--- src/rtl/tf_pkg.sv ---
package tf_pkg;
   typedef enum logic [3:0] {
      RA_IN_DATA  = 4'd0,
      RA_IN_CMD   = 4'd1,
      RA_OUT_DATA = 4'd2,
      RA_OUT_CMD  = 4'd3,
      RA_IN_RP    = 4'd4,
      RA_IN_WP    = 4'd5,
      RA_OUT_RP   = 4'd6,
      RA_OUT_WP   = 4'd7,
      RA_BOUND    = 4'd8,
      RA_CTRL     = 4'd9,
      RA_IMM_IN   = 4'd10,
      RA_IMM_OUT  = 4'd11
   } reg_addr_e;
endpackage

--- src/rtl/tf_ptr.sv ---
module tf_ptr #(
   parameter int AW = 7
) (
   input  logic          clk,
   input  logic          rst_n,
   input  logic          clear,
   input  logic          push,
   input  logic          pop,
   input  logic          ld_r,
   input  logic          ld_w,
   input  logic [AW-1:0] ld_val,
   input  logic [AW:0]   size,
   output logic [AW-1:0] rp,
   output logic [AW-1:0] wp,
   output logic          empty,
   output logic          full
);
   logic lastw, zero, eq, do_push, do_pop, val_ok;

   function automatic logic [AW-1:0] step(input logic [AW-1:0] p, input logic [AW:0] sz);
      step = ({1'b0, p} == sz - 1'b1) ? '0 : p + 1'b1;
   endfunction

   assign zero    = (size == '0);
   assign eq      = (rp == wp);
   assign empty   = zero | (eq & ~lastw);
   assign full    = zero | (eq & lastw);
   assign do_push = push & ~full;
   assign do_pop  = pop & ~empty;
   assign val_ok  = ({1'b0, ld_val} < size);

   always_ff @(posedge clk) begin
      if (!rst_n) begin
         rp <= '0;
         wp <= '0;
         lastw <= 1'b0;
      end else if (clear) begin
         rp <= '0;
         wp <= '0;
         lastw <= 1'b0;
      end else if (ld_r | ld_w) begin
         if (ld_r && val_ok && ld_val != rp) begin
            rp <= ld_val;
            lastw <= 1'b0;
         end
         if (ld_w && val_ok && ld_val != wp) begin
            wp <= ld_val;
            lastw <= 1'b1;
         end
      end else begin
         if (do_push) wp <= step(wp, size);
         if (do_pop)  rp <= step(rp, size);
         if (do_push & ~do_pop)      lastw <= 1'b1;
         else if (do_pop & ~do_push) lastw <= 1'b0;
      end
   end
endmodule

--- src/rtl/tf_imm.sv ---
module tf_imm #(
   parameter int DW = 8
) (
   input  logic          clk,
   input  logic          rst_n,
   input  logic          frz,
   input  logic          h_wr,
   input  logic [DW-1:0] h_wdata,
   input  logic          h_rd,
   input  logic          cpu_rd,
   input  logic          cpu_wr,
   input  logic [DW-1:0] cpu_wdata,
   output logic [DW-1:0] in_q,
   output logic          in_busy,
   output logic [DW-1:0] out_rdata,
   output logic          out_avail
);
   logic [DW-1:0] out_q;

   always_ff @(posedge clk) begin
      if (!rst_n) begin
         in_q <= '0;
         in_busy <= 1'b0;
         out_q <= '0;
         out_avail <= 1'b0;
      end else begin
         if (h_wr) begin
            if (frz) in_busy <= 1'b0;
            else begin
               in_q <= h_wdata;
               in_busy <= 1'b1;
            end
         end else if (cpu_rd) begin
            in_busy <= 1'b0;
         end
         if (cpu_wr) begin
            out_q <= cpu_wdata;
            out_avail <= 1'b1;
         end else if (h_rd) begin
            out_avail <= 1'b0;
         end
      end
   end

   assign out_rdata = frz ? '0 : out_q;
endmodule

--- src/rtl/tf_part_fifo.sv ---
module tf_part_fifo #(
   parameter int DEPTH     = 128,
   parameter int DW        = 8,
   parameter int RST_BOUND = 63
) (
   input  logic          clk,
   input  logic          rst_n,
   input  logic          h_wr,
   input  logic          h_wcmd,
   input  logic [DW-1:0] h_wdata,
   input  logic          h_rd,
   output logic [DW-1:0] h_rdata,
   output logic          h_rcmd,
   input  logic          h_imm_wr,
   input  logic [DW-1:0] h_imm_wdata,
   input  logic          h_imm_rd,
   output logic [DW-1:0] h_imm_rdata,
   output logic          h_imm_busy,
   output logic          h_imm_avail,
   input  logic          c_we,
   input  logic          c_re,
   input  logic [3:0]    c_addr,
   input  logic [DW-1:0] c_wdata,
   output logic [DW-1:0] c_rdata,
   output logic          in_srq_n,
   output logic          out_srq_n,
   output logic          in_head_cmd,
   output logic          ovf_err,
   output logic          unf_err
);
   import tf_pkg::*;

   localparam int AW = $clog2(DEPTH);
   localparam int SW = AW + 1;
   localparam logic [AW-1:0] BND0 = AW'(RST_BOUND);

   if (DEPTH < 4 || (DEPTH & (DEPTH - 1)) != 0) begin : g_bad_depth
      $error("DEPTH must be a power of two of at least 4");
   end
   if (DW < AW) begin : g_bad_dw
      $error("DW must hold a pointer value");
   end
   if (RST_BOUND < 0 || RST_BOUND >= DEPTH) begin : g_bad_bound
      $error("RST_BOUND out of range");
   end

   logic [AW-1:0] bnd;
   logic          frz;
   logic [SW-1:0] in_size, out_size;
   logic [1:0]    push, pop, ld_r, ld_w, emp, ful;
   logic [1:0][AW-1:0] rp, wp;
   logic [1:0][SW-1:0] sz;
   logic [DW:0]   mem [DEPTH];
   logic [DW:0]   in_ent, out_ent;
   logic [AW-1:0] out_waddr, out_raddr;
   logic          cw_out_d, cw_out_c, cw_bnd, cw_ctrl, cw_immo;
   logic          cr_in_d, cr_in_c, cr_immi;
   logic [DW-1:0] imm_in_q;

   // register decode
   assign cw_out_d = c_we && c_addr == RA_OUT_DATA;
   assign cw_out_c = c_we && c_addr == RA_OUT_CMD;
   assign cw_bnd   = c_we && c_addr == RA_BOUND;
   assign cw_ctrl  = c_we && c_addr == RA_CTRL;
   assign cw_immo  = c_we && c_addr == RA_IMM_OUT;
   assign cr_in_d  = c_re && c_addr == RA_IN_DATA;
   assign cr_in_c  = c_re && c_addr == RA_IN_CMD;
   assign cr_immi  = c_re && c_addr == RA_IMM_IN;

   // partition sizes
   assign in_size  = (bnd == '0) ? '0 : {1'b0, bnd} + 1'b1;
   assign out_size = SW'(DEPTH) - in_size;
   assign sz[0] = in_size;
   assign sz[1] = out_size;

   assign in_ent    = mem[rp[0]];
   assign out_raddr = AW'(in_size + {1'b0, rp[1]});
   assign out_waddr = AW'(in_size + {1'b0, wp[1]});
   assign out_ent   = mem[out_raddr];

   // queue 0 = input (host fills), queue 1 = output (CPU fills)
   assign push[0] = h_wr & ~frz;
   assign pop[0]  = ~emp[0] & ((cr_in_d & ~in_ent[DW]) | (cr_in_c & in_ent[DW]));
   assign push[1] = cw_out_d | cw_out_c;
   assign pop[1]  = h_rd & ~frz;
   assign ld_r[0] = frz & c_we & (c_addr == RA_IN_RP);
   assign ld_w[0] = frz & c_we & (c_addr == RA_IN_WP);
   assign ld_r[1] = frz & c_we & (c_addr == RA_OUT_RP);
   assign ld_w[1] = frz & c_we & (c_addr == RA_OUT_WP);

   for (genvar g = 0; g < 2; g++) begin : g_q
      tf_ptr #(.AW(AW)) u_ptr (
         .clk    (clk),
         .rst_n  (rst_n),
         .clear  (cw_bnd),
         .push   (push[g]),
         .pop    (pop[g]),
         .ld_r   (ld_r[g]),
         .ld_w   (ld_w[g]),
         .ld_val (c_wdata[AW-1:0]),
         .size   (sz[g]),
         .rp     (rp[g]),
         .wp     (wp[g]),
         .empty  (emp[g]),
         .full   (ful[g])
      );
   end

   always_ff @(posedge clk) begin
      if (push[0] & ~ful[0]) mem[wp[0]] <= {h_wcmd, h_wdata};
      if (push[1] & ~ful[1]) mem[out_waddr] <= {cw_out_c, c_wdata};
   end

   always_ff @(posedge clk) begin
      if (!rst_n) begin
         bnd <= BND0;
         frz <= 1'b0;
         ovf_err <= 1'b0;
         unf_err <= 1'b0;
      end else begin
         if (cw_bnd)  bnd <= c_wdata[AW-1:0];
         if (cw_ctrl) frz <= c_wdata[0];
         if (h_wr & ~frz & ful[0]) ovf_err <= 1'b1;
         if (h_rd & ~frz & emp[1]) unf_err <= 1'b1;
      end
   end

   tf_imm #(.DW(DW)) u_imm (
      .clk       (clk),
      .rst_n     (rst_n),
      .frz       (frz),
      .h_wr      (h_imm_wr),
      .h_wdata   (h_imm_wdata),
      .h_rd      (h_imm_rd),
      .cpu_rd    (cr_immi),
      .cpu_wr    (cw_immo),
      .cpu_wdata (c_wdata),
      .in_q      (imm_in_q),
      .in_busy   (h_imm_busy),
      .out_rdata (h_imm_rdata),
      .out_avail (h_imm_avail)
   );

   always_comb begin
      case (c_addr)
         RA_IN_DATA: c_rdata = (emp[0] | in_ent[DW])  ? {DW{1'b1}} : in_ent[DW-1:0];
         RA_IN_CMD:  c_rdata = (emp[0] | ~in_ent[DW]) ? {DW{1'b1}} : in_ent[DW-1:0];
         RA_IN_RP:   c_rdata = DW'(rp[0]);
         RA_IN_WP:   c_rdata = DW'(wp[0]);
         RA_OUT_RP:  c_rdata = DW'(rp[1]);
         RA_OUT_WP:  c_rdata = DW'(wp[1]);
         RA_BOUND:   c_rdata = DW'(bnd);
         RA_CTRL:    c_rdata = DW'(frz);
         RA_IMM_IN:  c_rdata = imm_in_q;
         default:    c_rdata = '0;
      endcase
   end

   assign h_rdata     = emp[1] ? '0 : out_ent[DW-1:0];
   assign h_rcmd      = ~emp[1] & out_ent[DW];
   assign in_head_cmd = ~emp[0] & in_ent[DW];
   assign in_srq_n    = emp[0];
   assign out_srq_n   = ful[1];
endmodule

--- config.mk ---
export PLATFORM = sky130hd
export DESIGN_NAME = tf_part_fifo
export DESIGN_NICKNAME = d
export VERILOG_FILES = /design/src/rtl/tf_pkg.sv /design/src/rtl/tf_ptr.sv /design/src/rtl/tf_imm.sv /design/src/rtl/tf_part_fifo.sv
export SDC_FILE = /design/constraint.sdc
export NUM_CORES = 2
export LEC_CHECK = 0
export BUFFER_PORTS_ARGS = -buffer_cell sky130_fd_sc_hd__buf_2
export CORE_AREA = 8 8 473 475
export CTS_CLUSTER_DIAMETER = 150
export DETAILED_ROUTE_END_ITERATION = 10
export DIE_AREA = 0 0 481 483
export GPL_TIMING_DRIVEN = 0
export PLACE_DENSITY_LB_ADDON = 0.2
export SLEW_MARGIN = 5
export SYNTH_ARGS = -nofsm -noshare
export SYNTH_HDL_FRONTEND = slang
export SYNTH_SLANG_ARGS = --single-unit
--- constraint.sdc ---
create_clock -name clk -period 8.6 [get_ports clk]
set_input_delay 0.43 -clock clk [delete_from_list [all_inputs] [get_ports clk]]
set_output_delay 0.43 -clock clk [all_outputs]
set_load 0.005 [all_outputs]
==> flow_results.xml <==
<?xml version="1.0" encoding="UTF-8"?>
<metrics>
  <group name="cts">
    <metric name="cts_num_sinks" unit="">1217</metric>
    <metric name="cts_max_level" unit="">4</metric>
    <metric name="cts-buffers-inserted" unit="">148</metric>
    <metric name="clk_transition_reported_paths" unit="ps">60</metric>
    <metric name="cts_buffer_depth" unit="">3</metric>
    <metric name="tritoncts" unit="">built</metric>
    <metric name="cts-root-buf" unit="">sky130_fd_sc_hd__clkbuf_16</metric>
    <metric name="clkLatencyLatePin" unit="ps">860</metric>
    <metric name="post-cts-setup-buffer-count" unit="">0</metric>
  </group>
  <group name="pwr">
    <metric name="power.density_cell_area" unit="nW/um^2">198</metric>
    <metric name="peakVddDrop" unit="mV">0.190</metric>
    <metric name="p_total" unit="mW">16.9</metric>
    <metric name="netSwitchingPower" unit="mW">5.32</metric>
    <metric name="power_switching_share" unit="%">31.6</metric>
    <metric name="power.share.clock" unit="%">37.7</metric>
    <metric name="combinationalPowerShare" unit="%">23.6</metric>
    <metric name="sequentialPowerShare" unit="%">38.7</metric>
    <metric name="internal-power" unit="mW">11.5</metric>
    <metric name="p_leak" unit="nW">26.5</metric>
  </group>
  <group name="critical_path">
    <metric name="crit_start_category" unit="">flop</metric>
    <metric name="critical_path.cell_chain" unit="">buf_2 -&gt; inv_1 -&gt; ha_1 -&gt; nor4b_4 -&gt; a21oi_2 -&gt; ha_1 -&gt; fa_1 -&gt; clkbuf_1 -&gt; clkbuf_2 -&gt; clkdlybuf4s15_1 -&gt; mux4_2 -&gt; mux4_2 -&gt; mux4_2 -&gt; mux2i_1 -&gt; nor2_1 -&gt; buf_2</metric>
    <metric name="criticalPathCategory" unit="">flop to output pin</metric>
    <metric name="worst-path-max-fanout" unit="">10</metric>
    <metric name="cp.arrival" unit="ps">8390</metric>
    <metric name="cp_top_family" unit="">buffers and inverters</metric>
    <metric name="critical_path.endpoint_type" unit="">output pin</metric>
    <metric name="worstPathBufferInverterCount" unit="">6</metric>
    <metric name="worst_path_largest_cell_delay" unit="ps">970</metric>
    <metric name="cp.required" unit="ps">8170</metric>
    <metric name="critical-path-top-cell-by-count" unit="">sky130_fd_sc_hd__mux4_2</metric>
    <metric name="critical-path-slowest-cell" unit="">sky130_fd_sc_hd__clkdlybuf4s15_1</metric>
  </group>
  <group name="synth">
    <metric name="share_of_synthesized_area_occupied_by_flip_flops_and_latches" unit="%">47.7</metric>
    <metric name="post_synth_inst_count" unit="">4683</metric>
    <metric name="synth.avg_cell_area" unit="sq um">16.1</metric>
    <metric name="synth_enable_flop_cells" unit="">1152</metric>
    <metric name="post_synth_arst_share" unit="%">0</metric>
    <metric name="synth_nets" unit="">4753</metric>
    <metric name="synth_seq_cells" unit="">1217</metric>
    <metric name="synth_cell_type_count" unit="">89</metric>
    <metric name="netlist_area_before_placement" unit="sq um">75300</metric>
    <metric name="ys.warnings.count" unit="">0</metric>
    <metric name="yosys_most_used_dff" unit="">sky130_fd_sc_hd__edfxtp_1</metric>
  </group>
  <group name="drt">
    <metric name="dr_total_vias" unit="">52400</metric>
    <metric name="drtAntennaViolNets" unit="">0</metric>
    <metric name="drt-wirelength-per-cell" unit="um">45.5</metric>
    <metric name="dr.first_iter.drc_count" unit="">7785</metric>
    <metric name="drc" unit="">0</metric>
    <metric name="detailedRoute.firstPassIterationCount" unit="">6</metric>
    <metric name="detail_route.vias_per_cell" unit="">6.61</metric>
    <metric name="detail_route.wirelength" unit="um">361000</metric>
  </group>
  <group name="timing">
    <metric name="tightest_slew" unit="ps">1710</metric>
    <metric name="setup_tns" unit="ps">-1250</metric>
    <metric name="grt_setup_unrepaired" unit="">no</metric>
    <metric name="slew_headroom" unit="%">-14.3</metric>
    <metric name="final.hold.worst_slack" unit="ps">77.5</metric>
    <metric name="fin_ws" unit="ps">-217</metric>
    <metric name="maxClockFrequency" unit="MHz">113</metric>
    <metric name="finalSetupViolCount" unit="">9</metric>
    <metric name="min_period_over_period" unit="%">103</metric>
    <metric name="clock-skew-final" unit="ps">40.1</metric>
    <metric name="slew_viol_final" unit="">81</metric>
    <metric name="final_hold_viol_count" unit="">0</metric>
    <metric name="period_needed" unit="ps">8820</metric>
  </group>
  <group name="global_routing">
    <metric name="grt_antenna_before_repair" unit="">42</metric>
    <metric name="grt_start_max_net_pins" unit="">17</metric>
    <metric name="groute.usage.overall" unit="%">30.1</metric>
    <metric name="grt_overflow_total" unit="">0</metric>
    <metric name="grt_pass1_vias" unit="">50800</metric>
    <metric name="grt_first_pass_wirelength" unit="um">472000</metric>
  </group>
  <group name="die">
    <metric name="die_width" unit="um">481</metric>
    <metric name="design.die.area" unit="sq um">232000</metric>
    <metric name="chipHeight" unit="um">483</metric>
    <metric name="ios" unit="">69</metric>
    <metric name="core-area" unit="sq um">216000</metric>
    <metric name="initial_util" unit="%">34.9</metric>
    <metric name="rows" unit="">171</metric>
  </group>
  <group name="finish">
    <metric name="fillCellCount" unit="">20100</metric>
    <metric name="utilization_after_layout" unit="%">39.4</metric>
    <metric name="final_layout_size_suffix_gt1_share" unit="%">50.5</metric>
    <metric name="number_of_non_filler_instances_in_the_completed_layout" unit="">7921</metric>
    <metric name="areaGrowthSynthToFinish" unit="%">12.9</metric>
    <metric name="finish.net_count" unit="">5004</metric>
  </group>
  <group name="outcome">
    <metric name="status" unit="">finished, violations left</metric>
    <metric name="violations" unit="">capacitance limit, slew limit, setup timing</metric>
  </group>
  <group name="worst_hold_path">
    <metric name="path_category_of_the_worst_min_delay_check" unit="">input pin to flop</metric>
  </group>
  <group name="placed_design">
    <metric name="dp_cells" unit="">7622</metric>
    <metric name="place.gp.congestion" unit="">1.06</metric>
    <metric name="port_buffers" unit="">57</metric>
    <metric name="place_hpwl" unit="um">271000</metric>
  </group>
  <group name="flow_run">
    <metric name="max_cap_violations" unit="">11</metric>
  </group>
</metrics>
stage by stage:
| step | area, sq um | worst slack [ps] |
|---|---|---|
| 3_5_place_dp | 80100 | 468 |
| 4_1_cts | 84900 | 114 |
| 5_1_grt | 85000 | 11.4 |
| 2_1_floorplan | 75300 | 3740 |
| 6_report | 85100 | -217 |
| 3_3_place_gp | 79200 | 270 |
metal layers:
layer	vias up	share of wire, %	track usage, %
met3	956	11	9.01
met1	27900	37	38.5
met5	-	0.019	0
met2	3723	43	44.1
li1	19800	-	-
met4	10	8.3	20.1
layout make-up:
cell class | instances | area (sq um) | share of cell area [%]
multi-input combinational | 2891 | 37400 | 44.0
sequential | 1217 | 35900 | 42.2
clock buffer | 179 | 3910 | 4.60
tap | 2854 | 3570 | 4.20
buffer | 543 | 2330 | 2.74
timing repair buffer | 102 | 978 | 1.15
clock inverter | 85 | 785 | 0.922
inverter | 31 | 116 | 0.137
antenna | 19 | 47.5 | 0.0559
path summary, 6_finish.rpt:
kind / depth (start not counted) / to / from / slack (ps)
setup / recovery: 16 / h_rdata[6] / bnd[1]$_SDFFE_PN1P_ / -220
hold / removal: 4 / unf_err$_SDFFE_PN0P_ / h_rd / 80
setup reg to reg: 17 / mem[54][6]$_DFFE_PP_ / bnd[1]$_SDFFE_PN1P_ / 1700
hold reg to reg: 2 / u_imm.in_q[7]$_SDFFE_PN0P_ / u_imm.in_q[7]$_SDFFE_PN0P_ / 460
synthesized netlist by cell type (15+ instances only):
cell,n,area [sq um]
sky130_fd_sc_hd__xor2_1,34,298
sky130_fd_sc_hd__mux4_2,752,16900
sky130_fd_sc_hd__mux2i_1,39,390
sky130_fd_sc_hd__nand3_1,36,180
sky130_fd_sc_hd__edfxtp_1,1152,34600
sky130_fd_sc_hd__nor2_8,40,801
sky130_fd_sc_hd__buf_2,38,190
sky130_fd_sc_hd__nor2_2,75,469
sky130_fd_sc_hd__o21ai_0,33,165
sky130_fd_sc_hd__mux2_2,1128,12700
sky130_fd_sc_hd__dfxtp_1,65,1300
sky130_fd_sc_hd__o22ai_1,122,763
sky130_fd_sc_hd__nor3_1,17,85.1
sky130_fd_sc_hd__ha_1,31,388
sky130_fd_sc_hd__nor2b_1,34,213
sky130_fd_sc_hd__nor2_1,61,229
sky130_fd_sc_hd__and3_1,15,93.8
sky130_fd_sc_hd__inv_1,31,116
sky130_fd_sc_hd__clkbuf_1,429,1610
sky130_fd_sc_hd__a21oi_1,32,160
sky130_fd_sc_hd__nand2_1,111,417
sky130_fd_sc_hd__xnor2_1,56,490
sky130_fd_sc_hd__buf_1,67,251
sky130_fd_sc_hd__mux2_1,26,293
flip-flops by register name, indices dropped and copies added (netlist names), 2 cells and up, named ones only:
signal           flops
g_q.u_ptr.rp        14
g_q.u_ptr.lastw      2
mem               1152
u_imm.in_q           8
bnd                  7
u_imm.out_q          8
g_q.u_ptr.wp        14
cells in the final DEF (no fill, tap or decap), types with 33 or more instances in the layout:
master,n
sky130_fd_sc_hd__edfxtp_1,1152
sky130_fd_sc_hd__mux2_2,1128
sky130_fd_sc_hd__mux4_2,752
sky130_fd_sc_hd__clkbuf_1,373
sky130_fd_sc_hd__clkbuf_16,151
sky130_fd_sc_hd__buf_2,127
sky130_fd_sc_hd__nand2_1,111
sky130_fd_sc_hd__o22ai_1,86
sky130_fd_sc_hd__clkbuf_2,81
sky130_fd_sc_hd__nor2_2,77
sky130_fd_sc_hd__dfxtp_1,65
sky130_fd_sc_hd__nor2_1,59
sky130_fd_sc_hd__xnor2_1,51
sky130_fd_sc_hd__nor2_8,40
sky130_fd_sc_hd__mux2i_1,39
sky130_fd_sc_hd__nand3_1,36
sky130_fd_sc_hd__o22ai_2,36
sky130_fd_sc_hd__xor2_1,34
sky130_fd_sc_hd__nor2b_1,33
sky130_fd_sc_hd__clkinv_1,33
power by group through the flow:
| stage | clock, mW | combinational (mW) | sequential (mW) |
|---|---|---|---|
| floorplan | 0 | 2.14 | 6.64 |
| global placement | 0 | 3.78 | 6.65 |
| detailed placement | 0 | 3.82 | 6.65 |
| CTS | 6.35 | 3.84 | 6.53 |
| global route | 6.55 | 3.94 | 6.53 |
| finish | 6.36 | 3.97 | 6.53 |
cell families (layout without fill, tap and decap cells):
logic type | count (synthesis) | count (layout) | share of synthesized area [%]
AOI/OAI and AO/OA | 335 | 335 | 3.07
xor gates and xnor gates | 93 | 93 | 1.13
adders and majority gates | 34 | 34 | 0.581
buffers and inverters | 575 | 940 | 3.05
DFF | 1217 | 1217 | 47.7
muxes | 1945 | 1945 | 40.3
other | 0 | 19 | 0
and+or+nand+nor | 484 | 484 | 4.27
what timing repair did:
action                                  CTS  global route
pin swaps                                 0             0
hold buffers                             12             0
hold endpoints to repair                 11             0
endpoints found under the setup margin    9             1
resized for setup                         7             2
worst reg2reg max path, cell delays in order (launching register included):
cell	delay (ps)
sky130_fd_sc_hd__dfxtp_1	320
sky130_fd_sc_hd__buf_2	220
sky130_fd_sc_hd__inv_1	90
sky130_fd_sc_hd__ha_1	180
sky130_fd_sc_hd__nor4b_4	160
sky130_fd_sc_hd__a21oi_2	530
sky130_fd_sc_hd__inv_1	100
sky130_fd_sc_hd__ha_1	200
sky130_fd_sc_hd__clkbuf_1	220
sky130_fd_sc_hd__o31ai_1	140
sky130_fd_sc_hd__a211oi_2	130
sky130_fd_sc_hd__and2_1	220
sky130_fd_sc_hd__a22oi_1	270
sky130_fd_sc_hd__and3b_1	270
sky130_fd_sc_hd__clkbuf_1	510
sky130_fd_sc_hd__nand4b_1	900
sky130_fd_sc_hd__clkbuf_2	780
sky130_fd_sc_hd__o22ai_1	1270
(Power assumes the default switching activity.)
